File: config.mk
export PLATFORM = sky130hd
export DESIGN_NAME = irq_prio_unit
export DESIGN_NICKNAME = d
export VERILOG_FILES = /design/src/rtl/irq_prio_unit.sv
export SDC_FILE = /design/constraint.sdc
export NUM_CORES = 1
export LEC_CHECK = 0
export BUFFER_PORTS_ARGS = -buffer_cell sky130_fd_sc_hd__buf_2
export CORE_AREA = 2 2 39 41
export CTS_BUF_LIST = sky130_fd_sc_hd__clkbuf_2
export CTS_CLUSTER_SIZE = 30
export DETAILED_ROUTE_END_ITERATION = 8
export DIE_AREA = 0 0 41 43
export PLACE_DENSITY_LB_ADDON = 0.3
export RECOVER_POWER = 50
export SLEW_MARGIN = 10
export SYNTH_ARGS = -nofsm -noshare
export SYNTH_HDL_FRONTEND = slang
export SYNTH_SLANG_ARGS = --single-unit
export TNS_END_PERCENT = 30
File: constraint.sdc
create_clock -name clk -period 1.8 [get_ports clk]
set_clock_uncertainty 0.05 [all_clocks]
set_input_delay 0.18 -clock clk [delete_from_list [all_inputs] [get_ports clk]]
set_output_delay 0.18 -clock clk [all_outputs]
set_load 0.05 [all_outputs]
File: src/rtl/irq_prio_unit.sv
module irq_prio_unit (
  input  logic        clk,
  input  logic        rst_n,
  input  logic        trap_in,
  input  logic        rst75_in,
  input  logic        rst65_in,
  input  logic        rst55_in,
  input  logic        gen_in,
  input  logic        mask_we,
  input  logic [2:0]  mask_in,
  input  logic        ien_set,
  input  logic        ien_clr,
  input  logic        accept,
  output logic        pending,
  output logic [15:0] vector,
  output logic        ack_req
);

  localparam logic [15:0] VEC_TRAP = 16'h0024;
  localparam logic [15:0] VEC_R75  = 16'h003C;
  localparam logic [15:0] VEC_R65  = 16'h0034;
  localparam logic [15:0] VEC_R55  = 16'h002C;

  logic       trap_prev, r75_prev;
  logic       trap_lat, r75_lat;
  logic [2:0] mask_q;
  logic       ien_q;
  logic       ack_q;
  logic [4:0] req, grant;

  wire trap_rise = trap_in & ~trap_prev;
  wire r75_rise  = rst75_in & ~r75_prev;

  assign req[4] = trap_lat & trap_in;
  assign req[3] = r75_lat  & ~mask_q[2] & ien_q;
  assign req[2] = rst65_in & ~mask_q[1] & ien_q;
  assign req[1] = rst55_in & ~mask_q[0] & ien_q;
  assign req[0] = gen_in & ien_q;

  always_comb begin
    grant = '0;
    if      (req[4]) grant[4] = 1'b1;
    else if (req[3]) grant[3] = 1'b1;
    else if (req[2]) grant[2] = 1'b1;
    else if (req[1]) grant[1] = 1'b1;
    else if (req[0]) grant[0] = 1'b1;
  end

  always_comb begin
    unique case (1'b1)
      grant[4]: vector = VEC_TRAP;
      grant[3]: vector = VEC_R75;
      grant[2]: vector = VEC_R65;
      grant[1]: vector = VEC_R55;
      default:  vector = 16'h0000;
    endcase
  end

  assign pending = |req;
  assign ack_req = ack_q;
  wire take = accept & pending;

  always_ff @(posedge clk or negedge rst_n) begin
    if (!rst_n) begin
      trap_prev <= 1'b1;
      r75_prev  <= 1'b1;
    end else begin
      trap_prev <= trap_in;
      r75_prev  <= rst75_in;
    end
  end

  always_ff @(posedge clk or negedge rst_n) begin
    if (!rst_n)                            trap_lat <= 1'b0;
    else if (trap_rise)                    trap_lat <= 1'b1;
    else if (!trap_in || (take && grant[4])) trap_lat <= 1'b0;
  end

  always_ff @(posedge clk or negedge rst_n) begin
    if (!rst_n)                 r75_lat <= 1'b0;
    else if (r75_rise)          r75_lat <= 1'b1;
    else if (take && grant[3])  r75_lat <= 1'b0;
  end

  always_ff @(posedge clk or negedge rst_n) begin
    if (!rst_n)       mask_q <= 3'b111;
    else if (mask_we) mask_q <= mask_in;
  end

  always_ff @(posedge clk or negedge rst_n) begin
    if (!rst_n)       ien_q <= 1'b0;
    else if (take)    ien_q <= 1'b0;
    else if (ien_clr) ien_q <= 1'b0;
    else if (ien_set) ien_q <= 1'b1;
  end

  always_ff @(posedge clk or negedge rst_n) begin
    if (!rst_n) ack_q <= 1'b0;
    else        ack_q <= take & grant[0];
  end


  grant_onehot_chk: assert property (@(posedge clk) disable iff (!rst_n)
    $onehot0(grant));


  vec_pending_chk: assert property (@(posedge clk) disable iff (!rst_n)
    (vector != 16'h0000) |-> pending);


  trap_clear_chk: assert property (@(posedge clk) disable iff (!rst_n)
    (take && grant[4]) |=> !trap_lat);


  r75_clear_chk: assert property (@(posedge clk) disable iff (!rst_n)
    (take && grant[3] && !r75_rise) |=> !r75_lat);


  mask_block_chk: assert property (@(posedge clk) disable iff (!rst_n)
    mask_q[1] |-> !grant[2]);


  ien_drop_chk: assert property (@(posedge clk) disable iff (!rst_n)
    take |=> !ien_q);


  ack_origin_chk: assert property (@(posedge clk) disable iff (!rst_n)
    ack_req |-> $past(take));

endmodule

==> results.cfg, run 1 <==
[power_and_ir_drop]
power.density_nw_per_um2 = 873
p_sw_w = 0.000223
pwr-share-comb_pct = 34.7
p_leak_nw = 0.310
pwr-share-clk_pct = 22.7
total_power_w = 0.000555
ir_worst_vdd_v = 0.000344
swShare_pct = 40.3
p_int_w = 0.000331
pwr-share-seq_pct = 42.6

[outcome]
outcome = finished clean

[synth]
synth_xor_area_share_pct = 0
synth-edff-count = 0
netlist_area_um2 = 520
synth_mux_area_share_pct = 6.49
synth_compound_area_share_pct = 10.1
synth.area.top_cells = dfstp_2, dfrtp_1, buf_4
synth_top_cell_by_area = dfstp_2
synthSimpleGateAreaFrac_pct = 19.5
syn-instance-count = 49
synth_top_family_by_area = simple AND/OR/NAND/NOR gates
synth_async_sr_flop_share_pct = 100
yosysUniqueCellTypes = 19
synth.avg_cell_area_um2 = 10.6
synth-adder-area-share_pct = 0
netlist.area_leader.share_pct = 25.2
seq_area_frac_synth_pct = 44.5
synth.most_common_cell = buf_4
synthFlopType = dfstp_2
ys.warnings.count = 0
synthTopCellsByCount = buf_4, dfstp_2, dfrtp_1, nand2_1
synth-seq-cells = 9

[floorplanning]
die_h_um = 43
dieArea_um2 = 1760
io_pins = 32
die_x_um = 41
core_area_um2 = 1380
rows = 14
start_util_pct = 37.6

[layout]
finalInstanceArea_um2 = 636
diodes = 0
nets = 88
fin_cells = 89
area_delta_synth_final_pct = 22.1
fill_cells = 135
drive_above_1_share_pct = 41.1

[cts]
cts_root_buf = clkbuf_2
cts_buffer_depth = 2
worstSkewPairLatency_ps = 230
htreeDepth = 1
clk_pin_slew_worst_paths_ps = 90
cts_tree = built
cts_made_buffers = 3
cts.sinks = 9

[critical_path]
crit_path_max_fanout = 4
cp_cell_sequence = nor2b_1 -> o21ai_4 -> nand3b_1 -> a21oi_2 -> buf_6
worstSetupEndpointType = primary output
critPathLaunchType = register
slowest_stage = dfstp_2
worstSetupPathType = register to primary output
cp.arrival_ps = 1470
cpPeakStageDelay_ps = 540
worstPathRequired_ps = 1570

[detailed_routing]
firstDrtPassIters = 2
drtAntennaViolNets = 0
wl_um = 878
drc = 0
drt_iter0_drc = 8
wl_per_cell_um = 9.87
vias_per_cell = 4.21
vias = 375

[sta]
setup-violations-final = 0
finalHoldViolations = 0
fin_crit_sh_pct = 94.2
max_freq_ghz = 0.590
rsz0062_at_grt = no
fin_crit_ps = 1700
drv_slew = 0

[grt]
grt_pass1_vias = 354
grt_max_degree = 10
overflow = 0
antenna_found_initial = 0
track_usage_pct = 11.5
grt_first_pass_wirelength_um = 1390

[placement]
post_dp_cell_area_um2 = 583
io_buffers = 19
place_congestion = 0.741
place_inst = 82

[min_path]
hold_path_class = primary input to register

[job]
drv_cap = 0
-- registers in the layout (all words and copies together) (netlist names) --
name,count
ack_req,1
ien_q,1
mask_q,3
r75_lat,1
r75_prev,1
trap_lat,1
trap_prev,1
-- per-stage QoR --
stage	setup TNS [ps]	setup WS (ps)	hold WS (ps)	utilization, %
final	0	105	42.1	45.9
after global routing	0	20.1	9.56	45.9
after CTS	0	49.4	6.15	45.2
after detailed placement	0	267	-10.6	42.1
after global placement	0	296	-5.01	42.1
after floorplan	-6.93	-6.93	-166	-
-- logic make-up after synthesis --
logic type,count (synthesis)
AND/OR/NAND/NOR,17
buffers and inverters,13
AO/OA/AOI/OAI,6
other,1
flip-flops,9
multiplexers,3
-- critical path, delay by kind of cell, from the launching register on --
family / cells / cell delay, ps
buf+inv: 1 / 170
compound gates: 2 / 340
simple gates: 2 / 170
flops: 1 / 540
-- what timing repair did --
item,in CTS,in global routing
gates resized for setup,1,1
setup endpoints to repair,1,1
pin swaps,0,2
hold buffers,2,1
endpoints found under the hold margin,10,1
cloned,0,0
buffers inserted,0,0
-- power by group through the flow --
stage          registers [W]  clock network (W)  logic [W]
6_report            0.000237           0.000126   0.000192
5_1_grt             0.000240           0.000146   0.000205
2_1_floorplan       0.000240                  0   0.000171
3_3_place_gp        0.000240                  0   0.000187
4_1_cts             0.000237           0.000130   0.000192
3_5_place_dp        0.000240                  0   0.000188
-- metal layers --
metal  share of wire [%]  vias to the layer above  wire [um]  GRT usage (%)
met2                  48                       19        418           16.3
li1                    -                      186          -              -
met1                  45                      170        397           16.2
met3                 7.2                        0         63           2.09
met5                   0                        -          0              0
met4                   0                        0          0           6.00
-- layout by cell type (no fill, tap or decap) --
cell type	n
nand3_1	2
nand2_1	4
nor2b_1	2
clkbuf_2	4
a21oi_2	1
nor3_1	1
a31oi_1	1
dfrtp_1	4
nand4_2	1
buf_6	1
mux2_1	3
nor2_1	3
dfstp_2	5
a211oi_2	1
buf_2	15
conb_1	12
nor2b_4	1
nand2b_1	1
a21oi_1	1
a21boi_1	1
clkbuf_1	3
o21ai_4	1
dlygate4sd3_1	3
nand3b_1	2
-- cell type report --
type,instances,area (um^2),share of cell area [%]
Multi-Input combinational cell,38,236,37.2
Tap cell,16,20.0,3.15
Sequential cell,9,231,36.4
Clock buffer,4,20.0,3.15
Timing Repair Buffer,22,128,20.1
-- worst paths after layout --
path	from	to	slack [ps]	depth (start not counted)
min in group asynchronous	rst_n	r75_lat	360	2
worst min-delay path	ien_clr	ien_q	40	2
max in group asynchronous	rst_n	mask_q[0]	990	2
worst max register to register	mask_q[1]	ien_q	500	4
worst min register to register	trap_prev	trap_lat	470	1
worst max-delay path	mask_q[1]	vector[3]	100	5
(Power assumes the default switching activity.)
==> run 2, diff against run 1 <==
--- a/config.mk
+++ b/config.mk
@@ -11,7 +11,8 @@
 export CTS_CLUSTER_SIZE = 30
 export DETAILED_ROUTE_END_ITERATION = 8
 export DIE_AREA = 0 0 41 43
-export PLACE_DENSITY_LB_ADDON = 0.3
+export GPL_TIMING_DRIVEN = 0
+export PLACE_DENSITY = 0.82
 export RECOVER_POWER = 50
 export SLEW_MARGIN = 10
 export SYNTH_ARGS = -nofsm -noshare
==> constraint.sdc (replaced) <==
create_clock -name clk -period 2.2 [get_ports clk]
set_clock_uncertainty 0.05 [all_clocks]
set_input_delay 0.22 -clock clk [delete_from_list [all_inputs] [get_ports clk]]
set_output_delay 0.22 -clock clk [all_outputs]
set_load 0.05 [all_outputs]
==> results.cfg, run 2 (synthesized netlist as in run 1, its figures left out) <==
[layout]
largest_reg_flops = 3
nets = 99
layout_commonest_cell = buf_2
drive_above_1_share_pct = 51.2
area_delta_synth_final_pct = 35.3
final_cell_mix = buf_2, buf_4, conb_1, dfstp_2
final_core_util_pct = 50.9
diodes = 0
top_register = mask_q

[outcome]
outcome = finished clean

[min_path]
hold_depth = 1
worstHoldStart = rst75_in
min_to = r75_prev
hold_path_class = primary input to register

[cts]
cts_root_buf = clkbuf_2
cts_setup_buffers = 0
clk_pin_slew_worst_paths_ps = 90
cts_made_buffers = 3
cts.sinks = 9
ctsResizeCount = 0
worstSkewPairLatency_ps = 250
cts_tree = built
htreeDepth = 1
cts_buffer_depth = 2

[detailed_routing]
drc = 0
drtAntennaViolNets = 0
wl_um = 900
firstDrtPassIters = 4
vias = 416
drt_iter0_drc = 1
vias_per_cell = 4.16
wl_per_cell_um = 9.00

[sta]
fin_setup_tns_ps = 0
whs_ps = 17.0
setup-violations-final = 0
finalHoldViolations = 0
fin_crit_ps = 1840
rsz0062_at_grt = no
drv_slew = 0
fin_crit_sh_pct = 83.8
max_freq_ghz = 0.542

[critical_path]
rr_startpoint = mask_q[2]
worstSetupEndpointType = primary output
cp_cell_sequence = nor2b_4 -> o21ai_4 -> nand3b_1 -> a21oi_1 -> buf_2
critPathBufInv = 1
slowest_stage = dfstp_2
worst_r2r_path_depth = 4
r2r_slack_ps = 890
startpoint = mask_q[2]
cpPeakStageDelay_ps = 570
path_delay_family = flip-flops
timing.rr.end = ien_q
cp.arrival_ps = 1570
worstPathRequired_ps = 1930
critPathLaunchType = register
worstSetupPathType = register to primary output
crit_path_max_fanout = 4

[floorplanning]
io_pins = 32
rows = 14
start_util_pct = 37.6
die_h_um = 43
core_area_um2 = 1380
dieArea_um2 = 1760
die_x_um = 41

[power_and_ir_drop]
p_leak_nw = 0.373
total_power_w = 0.000471
power.density_nw_per_um2 = 669
ir_worst_vdd_v = 0.000457

[grt]
grt_first_pass_wirelength_um = 1350
track_usage_pct = 12.0
grt_max_degree = 10
grt_pass1_vias = 347
antenna_found_initial = 0
overflow = 0

[placement]
place_congestion = 0.647
dpl.hpwl_um = 758
io_buffers = 19

[job]
drv_cap = 0
==> run 2: cell types whose count changed in the layout (fill, tap and decap cells not counted), sizes merged <==
cell and change:
clkbuf -1, buf +14, dlygate4sd3 -2
==> run 2: final cells by class <==
class | instances | area, um^2
sequential | 9 | 231
fill | 133 | 679
multi-input combinational | 38 | 233
clock buffer | 4 | 20.0
tap | 16 | 20.0
timing repair buffer | 20 | 103
buffer | 13 | 97.6
==> run 2: how the worst max path moves through the flow <==
stage               depth (start not counted)         to  slack (ps)
floorplan                                   4  vector[3]         300
global placement                            5  vector[3]         630
detailed placement                          5  vector[3]         620
CTS                                         5  vector[3]         330
global route                                5  vector[3]         270
finish                                      5  vector[3]         360
==> run 2: worst reg2reg max path: cells and delay by family (launching register included) <==
| family | cells | cell delay, ps |
|---|---|---|
| AO/OA/AOI/OAI | 2 | 410 |
| AND/OR/NAND/NOR | 2 | 190 |
| flip-flops | 1 | 570 |
==> run 2: power breakdown <==
part	total [W]	switching (W)	leakage, nW	internal (W)
logic	0.000173	0.000120	0.255	0.0000533
clock network	0.000104	0.0000560	0.0166	0.0000483
registers	0.000194	0.0000103	0.101	0.000183
total	0.000471	0.000186	0.373	0.000285
==> run 2: what timing repair did <==
item,in CTS,in global routing
setup endpoints to repair,0,0
hold buffers,1,0
endpoints found under the hold margin,9,0
==> run 2: metal layers <==
metal,GRT usage [%],share of wire (%),vias up
met5,0,0,-
met3,3.14,7.4,5
met1,12.2,35,180
li1,-,-,211
met4,12.0,4.4,0
met2,18.1,53,20
==> run 2: per-stage QoR <==
step	worst slack [ps]	area (um^2)	cells
2_1_floorplan	297	562	60
3_3_place_gp	633	677	95
5_1_grt	272	704	100
4_1_cts	332	707	100
6_report	356	704	100
3_5_place_dp	624	677	95
